`config.mk`:
```
export PLATFORM = sky130hd
export DESIGN_NAME = srp_sequencer
export DESIGN_NICKNAME = d
export VERILOG_FILES = /design/src/rtl/srp_pkg.sv /design/src/rtl/srp_fail_log.sv /design/src/rtl/srp_phase_timer.sv /design/src/rtl/srp_sequencer.sv
export SDC_FILE = /design/constraint.sdc
export NUM_CORES = 1
export LEC_CHECK = 0
export BUFFER_PORTS_ARGS = -buffer_cell sky130_fd_sc_hd__buf_4
export CORE_UTILIZATION = 55
export DETAILED_ROUTE_END_ITERATION = 8
export HOLD_SLACK_MARGIN = 0.08
export PLACE_DENSITY = 0.77
export SYNTH_ARGS = -nofsm -noshare
export SYNTH_HDL_FRONTEND = slang
export SYNTH_HIERARCHICAL = 1
export SYNTH_SLANG_ARGS = --single-unit
```
`constraint.sdc`:
```
create_clock -name clk -period 4.55 [get_ports clk]
set_clock_uncertainty 0.05 [all_clocks]
set_input_delay 0.2275 -clock clk [delete_from_list [all_inputs] [get_ports clk]]
set_output_delay 0.2275 -clock clk [all_outputs]
set_load 0.02 [all_outputs]
```
`src/rtl/srp_pkg.sv`:
```
package srp_pkg;
  typedef enum logic [2:0] {
    ST_NONE     = 3'd0,
    ST_PASS     = 3'd1,
    ST_REPAIRED = 3'd2,
    ST_NOSPARE  = 3'd3,
    ST_REPFAIL  = 3'd4,
    ST_TIMEOUT  = 3'd5
  } stat_e;

  typedef enum logic [2:0] {
    PH_IDLE,
    PH_DWAIT,
    PH_FEED,
    PH_AWAIT,
    PH_APPLY,
    PH_RWAIT
  } phase_e;
endpackage

```
`src/rtl/srp_fail_log.sv`:
```
// Failing-address log: written during the first test, drained in order.
module srp_fail_log #(
  parameter int AW    = 10,
  parameter int DEPTH = 8
) (
  input  logic          clk,
  input  logic          rst,
  input  logic          clr,
  input  logic          wr_en,
  input  logic [AW-1:0] wr_addr,
  input  logic          rd_en,
  output logic [AW-1:0] rd_data,
  output logic          rd_vld,
  output logic          drained,
  output logic          ovf
);
  localparam int IW = (DEPTH > 1) ? $clog2(DEPTH) : 1;
  localparam int PW = $clog2(DEPTH + 1);
  localparam logic [PW-1:0] FULL = PW'(DEPTH);

  logic [AW-1:0] mem [DEPTH];
  logic [PW-1:0] wcnt;
  logic [PW-1:0] rptr;
  logic          do_wr;

  assign do_wr = wr_en && !clr && (wcnt != FULL);

  // RAM write port, no reset so block RAM can be inferred
  always_ff @(posedge clk) begin
    if (do_wr) mem[wcnt[IW-1:0]] <= wr_addr;
  end

  // registered RAM read port
  always_ff @(posedge clk) begin
    if (rd_en) rd_data <= mem[rptr[IW-1:0]];
  end

  always_ff @(posedge clk) begin
    if (rst || clr) begin
      wcnt   <= '0;
      rptr   <= '0;
      ovf    <= 1'b0;
      rd_vld <= 1'b0;
    end else begin
      rd_vld <= rd_en;
      if (do_wr) wcnt <= wcnt + 1'b1;
      if (wr_en && (wcnt == FULL)) ovf <= 1'b1;
      if (rd_en) rptr <= rptr + 1'b1;
    end
  end

  assign drained = (rptr == wcnt);
endmodule

```
`src/rtl/srp_phase_timer.sv`:
```
// Counts cycles spent in a waiting phase; flags the limit.
module srp_phase_timer #(
  parameter int TW = 8
) (
  input  logic          clk,
  input  logic          rst,
  input  logic          run,
  input  logic [TW-1:0] lim,
  output logic          expired
);
  logic [TW-1:0] cnt;

  always_ff @(posedge clk) begin
    if (rst || !run) cnt <= '0;
    else             cnt <= cnt + 1'b1;
  end

  assign expired = run && (cnt == lim);
endmodule

```
`src/rtl/srp_sequencer.sv`:
```
module srp_sequencer
  import srp_pkg::*;
#(
  parameter int AW    = 10,
  parameter int SW    = 16,
  parameter int DEPTH = 8,
  parameter int TW    = 8
) (
  input  logic          clk,
  input  logic          rst,
  input  logic          start,
  input  logic          boot,
  input  logic [TW-1:0] timeout_lim,
  output logic          tst_go,
  input  logic          tst_done,
  input  logic          tst_fail,
  input  logic          fail_vld,
  input  logic [AW-1:0] fail_addr,
  output logic          fl_vld,
  output logic [AW-1:0] fl_addr,
  output logic          alloc_go,
  input  logic          alloc_done,
  input  logic          alloc_ok,
  input  logic [SW-1:0] alloc_sol,
  output logic          rmp_load,
  output logic [SW-1:0] rmp_data,
  output logic          busy,
  output logic          stat_valid,
  output logic [2:0]    stat
);
  phase_e ph, nxt;
  stat_e  stat_q, fin_code;
  logic   fin, go_t, go_a, ld_sol, boot_ld, sol_ok;
  logic   run_tmr, expired;
  logic   log_clr, log_wr, log_rd, log_drained, log_ovf;

  assign log_clr = (ph == PH_IDLE) && start;
  assign log_wr  = (ph == PH_DWAIT) && fail_vld;
  assign log_rd  = (ph == PH_FEED) && !log_drained && !log_ovf;
  assign run_tmr = (ph == PH_DWAIT) || (ph == PH_AWAIT) || (ph == PH_RWAIT);
  assign boot_ld = (ph == PH_IDLE) && !start && boot && sol_ok;

  srp_fail_log #(.AW(AW), .DEPTH(DEPTH)) u_log (
    .clk     (clk),
    .rst     (rst),
    .clr     (log_clr),
    .wr_en   (log_wr),
    .wr_addr (fail_addr),
    .rd_en   (log_rd),
    .rd_data (fl_addr),
    .rd_vld  (fl_vld),
    .drained (log_drained),
    .ovf     (log_ovf)
  );

  srp_phase_timer #(.TW(TW)) u_tmr (
    .clk     (clk),
    .rst     (rst),
    .run     (run_tmr),
    .lim     (timeout_lim),
    .expired (expired)
  );

  always_comb begin
    nxt      = ph;
    fin      = 1'b0;
    fin_code = ST_NONE;
    go_t     = 1'b0;
    go_a     = 1'b0;
    ld_sol   = 1'b0;
    case (ph)
      PH_IDLE: begin
        if (start) begin
          nxt  = PH_DWAIT;
          go_t = 1'b1;
        end
      end
      PH_DWAIT: begin
        if (tst_done) begin
          if (!tst_fail) begin
            fin      = 1'b1;
            fin_code = ST_PASS;
          end else begin
            nxt = PH_FEED;
          end
        end else if (expired) begin
          fin      = 1'b1;
          fin_code = ST_TIMEOUT;
        end
      end
      PH_FEED: begin
        if (log_ovf) begin
          fin      = 1'b1;
          fin_code = ST_NOSPARE;
        end else if (log_drained && !fl_vld) begin
          nxt  = PH_AWAIT;
          go_a = 1'b1;
        end
      end
      PH_AWAIT: begin
        if (alloc_done) begin
          if (alloc_ok) begin
            nxt    = PH_APPLY;
            ld_sol = 1'b1;
          end else begin
            fin      = 1'b1;
            fin_code = ST_NOSPARE;
          end
        end else if (expired) begin
          fin      = 1'b1;
          fin_code = ST_TIMEOUT;
        end
      end
      PH_APPLY: begin
        nxt  = PH_RWAIT;
        go_t = 1'b1;
      end
      PH_RWAIT: begin
        if (tst_done) begin
          fin      = 1'b1;
          fin_code = tst_fail ? ST_REPFAIL : ST_REPAIRED;
        end else if (expired) begin
          fin      = 1'b1;
          fin_code = ST_TIMEOUT;
        end
      end
      default: nxt = PH_IDLE;
    endcase
    if (fin) nxt = PH_IDLE;
  end

  always_ff @(posedge clk) begin
    if (rst) begin
      ph         <= PH_IDLE;
      tst_go     <= 1'b0;
      alloc_go   <= 1'b0;
      rmp_load   <= 1'b0;
      rmp_data   <= '0;
      sol_ok     <= 1'b0;
      busy       <= 1'b0;
      stat_valid <= 1'b0;
      stat_q     <= ST_NONE;
    end else begin
      ph       <= nxt;
      tst_go   <= go_t;
      alloc_go <= go_a;
      rmp_load <= ld_sol || boot_ld;
      if (ld_sol) begin
        rmp_data <= alloc_sol;
        sol_ok   <= 1'b1;
      end
      if (log_clr) begin
        busy       <= 1'b1;
        stat_valid <= 1'b0;
        stat_q     <= ST_NONE;
      end else if (fin) begin
        busy       <= 1'b0;
        stat_valid <= 1'b1;
        stat_q     <= fin_code;
      end
    end
  end

  assign stat = stat_q;
endmodule

```
==> results of run 1 <==
critical path, cell delays in order, from the launching register on:
cell	delay, ns
dfxtp_1	0.64
nand2b_1	0.23
nor3b_1	0.32
nor2b_1	0.32
nand2_1	0.26
nor3_1	0.68
buf_4	0.29
report_power, final:
| group | internal (µW) | total, µW | switching (µW) |
|---|---|---|---|
| Sequential | 1330 | 1340 | 11.5 |
| Clock | 839 | 1360 | 524 |
| Combinational | 71.6 | 138 | 66.6 |
| Total | 2240 | 2840 | 602 |
cell type report:
class                           instances  area, µm²
Fill cell                             581       2420
Timing Repair Buffer                  134       1130
Sequential cell                       136       3620
Multi-Input combinational cell        228       1820
Clock buffer                           18        418
Tap cell                              133        166
Clock inverter                         14        174
Inverter                                6       22.5
Yosys cell counts, drive strengths merged, types with 7 or more instances:
cell type,count
a21oi,24
xnor2,10
dfxtp,46
edfxtp,90
nand2b,8
clkbuf,7
o21ai,8
buf,13
nand2,47
nor3,7
nor2,24
mux2,10
xor2,8
mux4,20
per-stage QoR:
stage	util	area (µm²)	setup slack, ns
after floorplan	-	5560	1.47
after global placement	0.641	6270	1.60
after detailed placement	0.641	6270	1.46
after CTS	0.751	7340	1.33
after global routing	0.752	7350	1.33
final	0.752	7350	1.46
worst max path at each step:
| stage | slack (ns) | to | start | cells after the start |
|---|---|---|---|---|
| after global routing | 1.33 | u_log/mem[0][9] | ph[0] | 6 |
| after CTS | 1.33 | u_log/mem[0][5] | ph[0] | 5 |
| after global placement | 1.60 | u_log/mem[0][4] | ph[0] | 5 |
| final | 1.46 | u_log/mem[1][3] | ph[0] | 6 |
| after floorplan | 1.47 | u_log/rptr[3] | u_log/rptr[2] | 7 |
| after detailed placement | 1.46 | u_log/mem[0][2] | ph[0] | 5 |
sequential cells by signal (all words and copies together), names as in the netlist, 3 cells and up:
name	flops
u_log/mem	80
rmp_data	16
u_log/rd_data	10
u_tmr/cnt	8
u_log/rptr	4
u_log/wcnt	4
ph	3
stat	3
metal layers:
metal,share of wire,up-vias,wire [µm],track usage
li1,-,1739,-,-
met1,0.39,1845,4980,0.280
met2,0.54,148,6950,0.459
met3,0.055,26,712,0.0732
met4,0.019,0,244,0.110
met5,0,-,0,0
cell families (layout without fill, tap and decap cells):
logic type | Yosys count | count (layout) | synth area share
and+or+nand+nor | 127 | 127 | 0.117
muxes | 34 | 34 | 0.120
AOI/OAI and AO/OA | 45 | 45 | 0.0479
xor gates and xnor gates | 18 | 18 | 0.0284
adders and majority gates | 4 | 4 | 0.00900
buffers and inverters | 26 | 172 | 0.0259
DFF | 136 | 136 | 0.652
what timing repair did:
item / 4_1_cts / 5_1_grt
hold endpoints to repair: 101 / 0
hold buffers: 48 / 0
endpoints found under the setup margin: 0 / 0
==> flow_metrics.py, run 1 <==
metrics = {
    "status": {
        "status": "finished clean",
    },
    "floorplan": {
        "start_util": 0.569,
        "io_pins": 78,
        "rows": 36,
        "chipHeight_um": 103,
        "coreArea_um2": 9770,
        "die_w_um": 103,
        "die_area_um2": 10500,
    },
    "finish": {
        "antenna_cells": 0,
        "fin_cells": 669,
        "drive_gt1_frac": 0.261,
        "final_nets": 570,
        "area_growth_pct": 32.2,
        "final_common_cell": "edfxtp_1",
        "final_cell_mix": "edfxtp_1 (90), buf_4 (86), dlygate4sd3_1 (48)",
    },
    "routing": {
        "remaining_drc_errors": 0,
        "vias": 3758,
        "viasPerCell": 5.62,
        "drtPass1Iterations": 4,
        "ant_nets": 0,
        "wl_mm": 12.9,
        "drt_iter0_drc": 332,
        "wl_per_cell_um": 19.3,
    },
    "cts": {
        "clk-insertion-delay-late_ns": 0.52,
        "clockBufferDepth": 2,
        "post_cts_buffers": 0,
        "numCtsBuffers": 17,
        "cts_tree": "yes",
        "numClockSinks": 136,
        "cts_root_buf": "clkbuf_8",
        "cts-resized-gates": 0,
        "htree_levels": 4,
        "clk_pin_slew_ns": 0.06,
    },
    "critical_path": {
        "critPathRequiredTime_ns": 4.73,
        "cp_max_fo": 15,
        "reg2regPathDepth": 6,
        "reg2reg_slack_ns": 1.46,
        "crit_path_start_kind": "register",
        "end_kind": "register",
        "worstReg2RegStart": "ph[0]",
        "critPathKind": "reg2reg",
        "r2r-end": "u_log/mem[1][3]",
        "arrival_ns": 3.26,
    },
    "placement": {
        "place_inst": 588,
        "place.gp.congestion": 0.853,
        "port_buffers": 77,
        "hpwl_mm": 7.01,
    },
    "synthesis": {
        "synthArstFlopShare": 0,
        "synth_cell_type_count": 57,
        "postSynthCellCount": 390,
        "synthTopCellsByArea": "edfxtp_1 (49%), dfxtp_1 (17%), mux4_1 (8.0%)",
        "synthesis.area_um2": 5560,
        "synth_top_area_share": 0.486,
        "synth_area_leader_cell": "edfxtp_1",
        "syn_area_per_cell_um2": 14.3,
        "synthFlopType": "edfxtp_1",
        "ys_warn_count": 6,
        "synth-seq-area-share": 0.652,
        "ys_ff_latch": 136,
        "synth-edff-count": 90,
        "syn_nets": 437,
    },
    "timing": {
        "tns_ns": 0,
        "finalSetupViolCount": 0,
        "relSlewSlack": 0.254,
        "hold_viol": 0,
        "fin_crit_ns": 3.09,
        "fmax_mhz": 324,
        "slew_viol_final": 0,
        "tightestPinTransition_ns": 1.11,
        "fin_crit_sh": 0.678,
        "rsz0062_at_grt": "false",
        "timing.hold.ws_ns": 0.0969,
    },
    "global_route": {
        "grt.overflow.total": 0,
        "grt_max_degree": 30,
        "track_usage": 0.255,
        "grt_pass1_wl_mm": 18.8,
        "antenna_found_initial": 0,
        "grt_pass1_vias": 3799,
    },
    "min_path": {
        "hp-start": "tst_done",
        "hold_path_end": "stat[0]",
        "min_path_type": "in2reg",
        "whs_path_depth": 4,
    },
    "power_and_ir_drop": {
        "finalPower_uw": 2840,
        "power_leakage_uw": 0.00269,
        "power_density_nw_per_um2": 386,
        "ir_worst_vdd_mv": 0.298,
    },
    "job": {
        "drv_cap": 0,
    },
}
Power figures use the tool's default switching activity.
==> run 2: changes to the inputs <==
Clock period 4.55 ns to 3 ns, I/O delays scaled along.
==> flow_metrics.py, run 2 (synthesis results as in run 1) <==
metrics = {
    "timing": {
        "relSlewSlack": 0.410,
        "finalSetupViolCount": 0,
        "hold_viol": 0,
        "fin_crit_ns": 2.66,
        "setup_slack_ns": 0.342,
        "fmax_mhz": 376,
        "fin_crit_sh": 0.886,
        "timing.hold.ws_ns": 0.171,
        "tightestPinTransition_ns": 0.877,
        "rsz0062_at_grt": "false",
        "tns_ns": 0,
        "slew_viol_final": 0,
    },
    "placement": {
        "hpwl_mm": 7.15,
        "port_buffers": 77,
        "place.gp.congestion": 0.820,
        "place_ws_ns": 0.453,
    },
    "critical_path": {
        "end_kind": "register",
        "worstSetupStartpoint": "ph[2]",
        "critPathKind": "reg2reg",
        "crit_path_start_kind": "register",
        "critPathRequiredTime_ns": 3.41,
        "cp_max_fo": 18,
        "arrival_ns": 3.07,
        "worstReg2RegStart": "ph[2]",
    },
    "power_and_ir_drop": {
        "power_leakage_uw": 0.00271,
        "ir_worst_vdd_mv": 0.383,
        "power_density_nw_per_um2": 561,
    },
    "floorplan": {
        "io_pins": 78,
        "chipHeight_um": 103,
        "rows": 36,
        "die_area_um2": 10500,
        "start_util": 0.569,
        "coreArea_um2": 9770,
        "die_w_um": 103,
    },
    "global_route": {
        "grt.overflow.total": 0,
        "grt_pass1_wl_mm": 19.5,
        "grt_pass1_vias": 3869,
        "grt_max_degree": 30,
        "track_usage": 0.261,
        "antenna_found_initial": 0,
    },
    "routing": {
        "ant_nets": 0,
        "wl_per_cell_um": 18.2,
        "drtPass1Iterations": 4,
        "wl_mm": 12.3,
        "remaining_drc_errors": 0,
        "viasPerCell": 5.56,
        "drt_iter0_drc": 242,
        "vias": 3765,
    },
    "min_path": {
        "min_path_type": "in2reg",
        "hp-start": "fail_vld",
    },
    "finish": {
        "final_nets": 578,
        "largest_reg_flops": 80,
        "final_cell_mix": "buf_4 (90), edfxtp_1 (90), dlygate4sd3_1 (52)",
        "antenna_cells": 0,
        "drive_gt1_frac": 0.268,
        "fin_util": 0.755,
        "area_growth_pct": 32.8,
        "fillers": 569,
    },
    "cts": {
        "clockBufferDepth": 2,
        "numClockSinks": 136,
        "cts_root_buf": "clkbuf_8",
        "clk-insertion-delay-late_ns": 0.52,
        "cts-resized-gates": 0,
        "cts_tree": "yes",
        "htree_levels": 4,
        "clk_pin_slew_ns": 0.06,
        "numCtsBuffers": 17,
    },
    "status": {
        "status": "finished clean",
    },
    "job": {
        "drv_cap": 0,
    },
}
## run 2: changes by cell type in the layout (fill, tap and decap cells not counted), sizes merged
cell         delta
inv             +2
clkinv          -1
buf             +4
clkbuf          +2
dlygate4sd3     +4
bufinv          -3
## run 2: cell type report
class                   instances  area [µm²]  share of cell area
well taps                     133         166              0.0225
multi-input cells             228        1820               0.246
inverters                       6        22.5             0.00305
clock inverters                12        88.8              0.0120
repair buffers                142        1200               0.162
flip-flops and latches        136        3620               0.491
clock buffers                  20         467              0.0632
## run 2: metal layers
| metal | GRT usage | part of all wire | vias to the layer above | wire [µm] |
|---|---|---|---|---|
| li1 | - | - | 1756 | - |
| met1 | 0.323 | 0.42 | 1845 | 5210 |
| met2 | 0.430 | 0.50 | 147 | 6170 |
| met3 | 0.0746 | 0.063 | 17 | 783 |
| met4 | 0.111 | 0.014 | 0 | 179 |
| met5 | 0 | 0 | - | 0 |
## run 2: where the power goes
part | internal (µW) | switching (µW)
combinational | 114 | 102
sequential | 2010 | 18.2
clock | 1110 | 778
## run 2: worst max-delay path, cell delays in order (launching register included)
cell	delay, ns
dfxtp_1	0.57
nand2b_1	0.44
nand2b_1	0.61
nand2_1	0.14
a21oi_1	0.20
dlygate4sd3_1	0.58
## run 2: final timing paths
| path | slack (ns) | end | cells after the start |
|---|---|---|---|
| worst max-delay path | 0.34 | rmp_data[1] | 5 |
| worst min-delay path | 0.17 | u_log/ovf | 5 |
| worst max register to register | 0.34 | rmp_data[1] | 5 |
| worst min register to register | 0.41 | stat[2] | 2 |
## run 2: per-stage QoR
step	instances	total power (µW)	instance area, µm²
after floorplan	390	2150	5570
after global placement	593	2240	6310
after detailed placement	593	2240	6310
after CTS	677	4170	7380
after global routing	677	4260	7380
final	677	4140	7380
## run 2: repair_timing
item                                   CTS  global route
buffers inserted                         0             0
hold buffers                            52             0
endpoints found under the hold margin  106             0
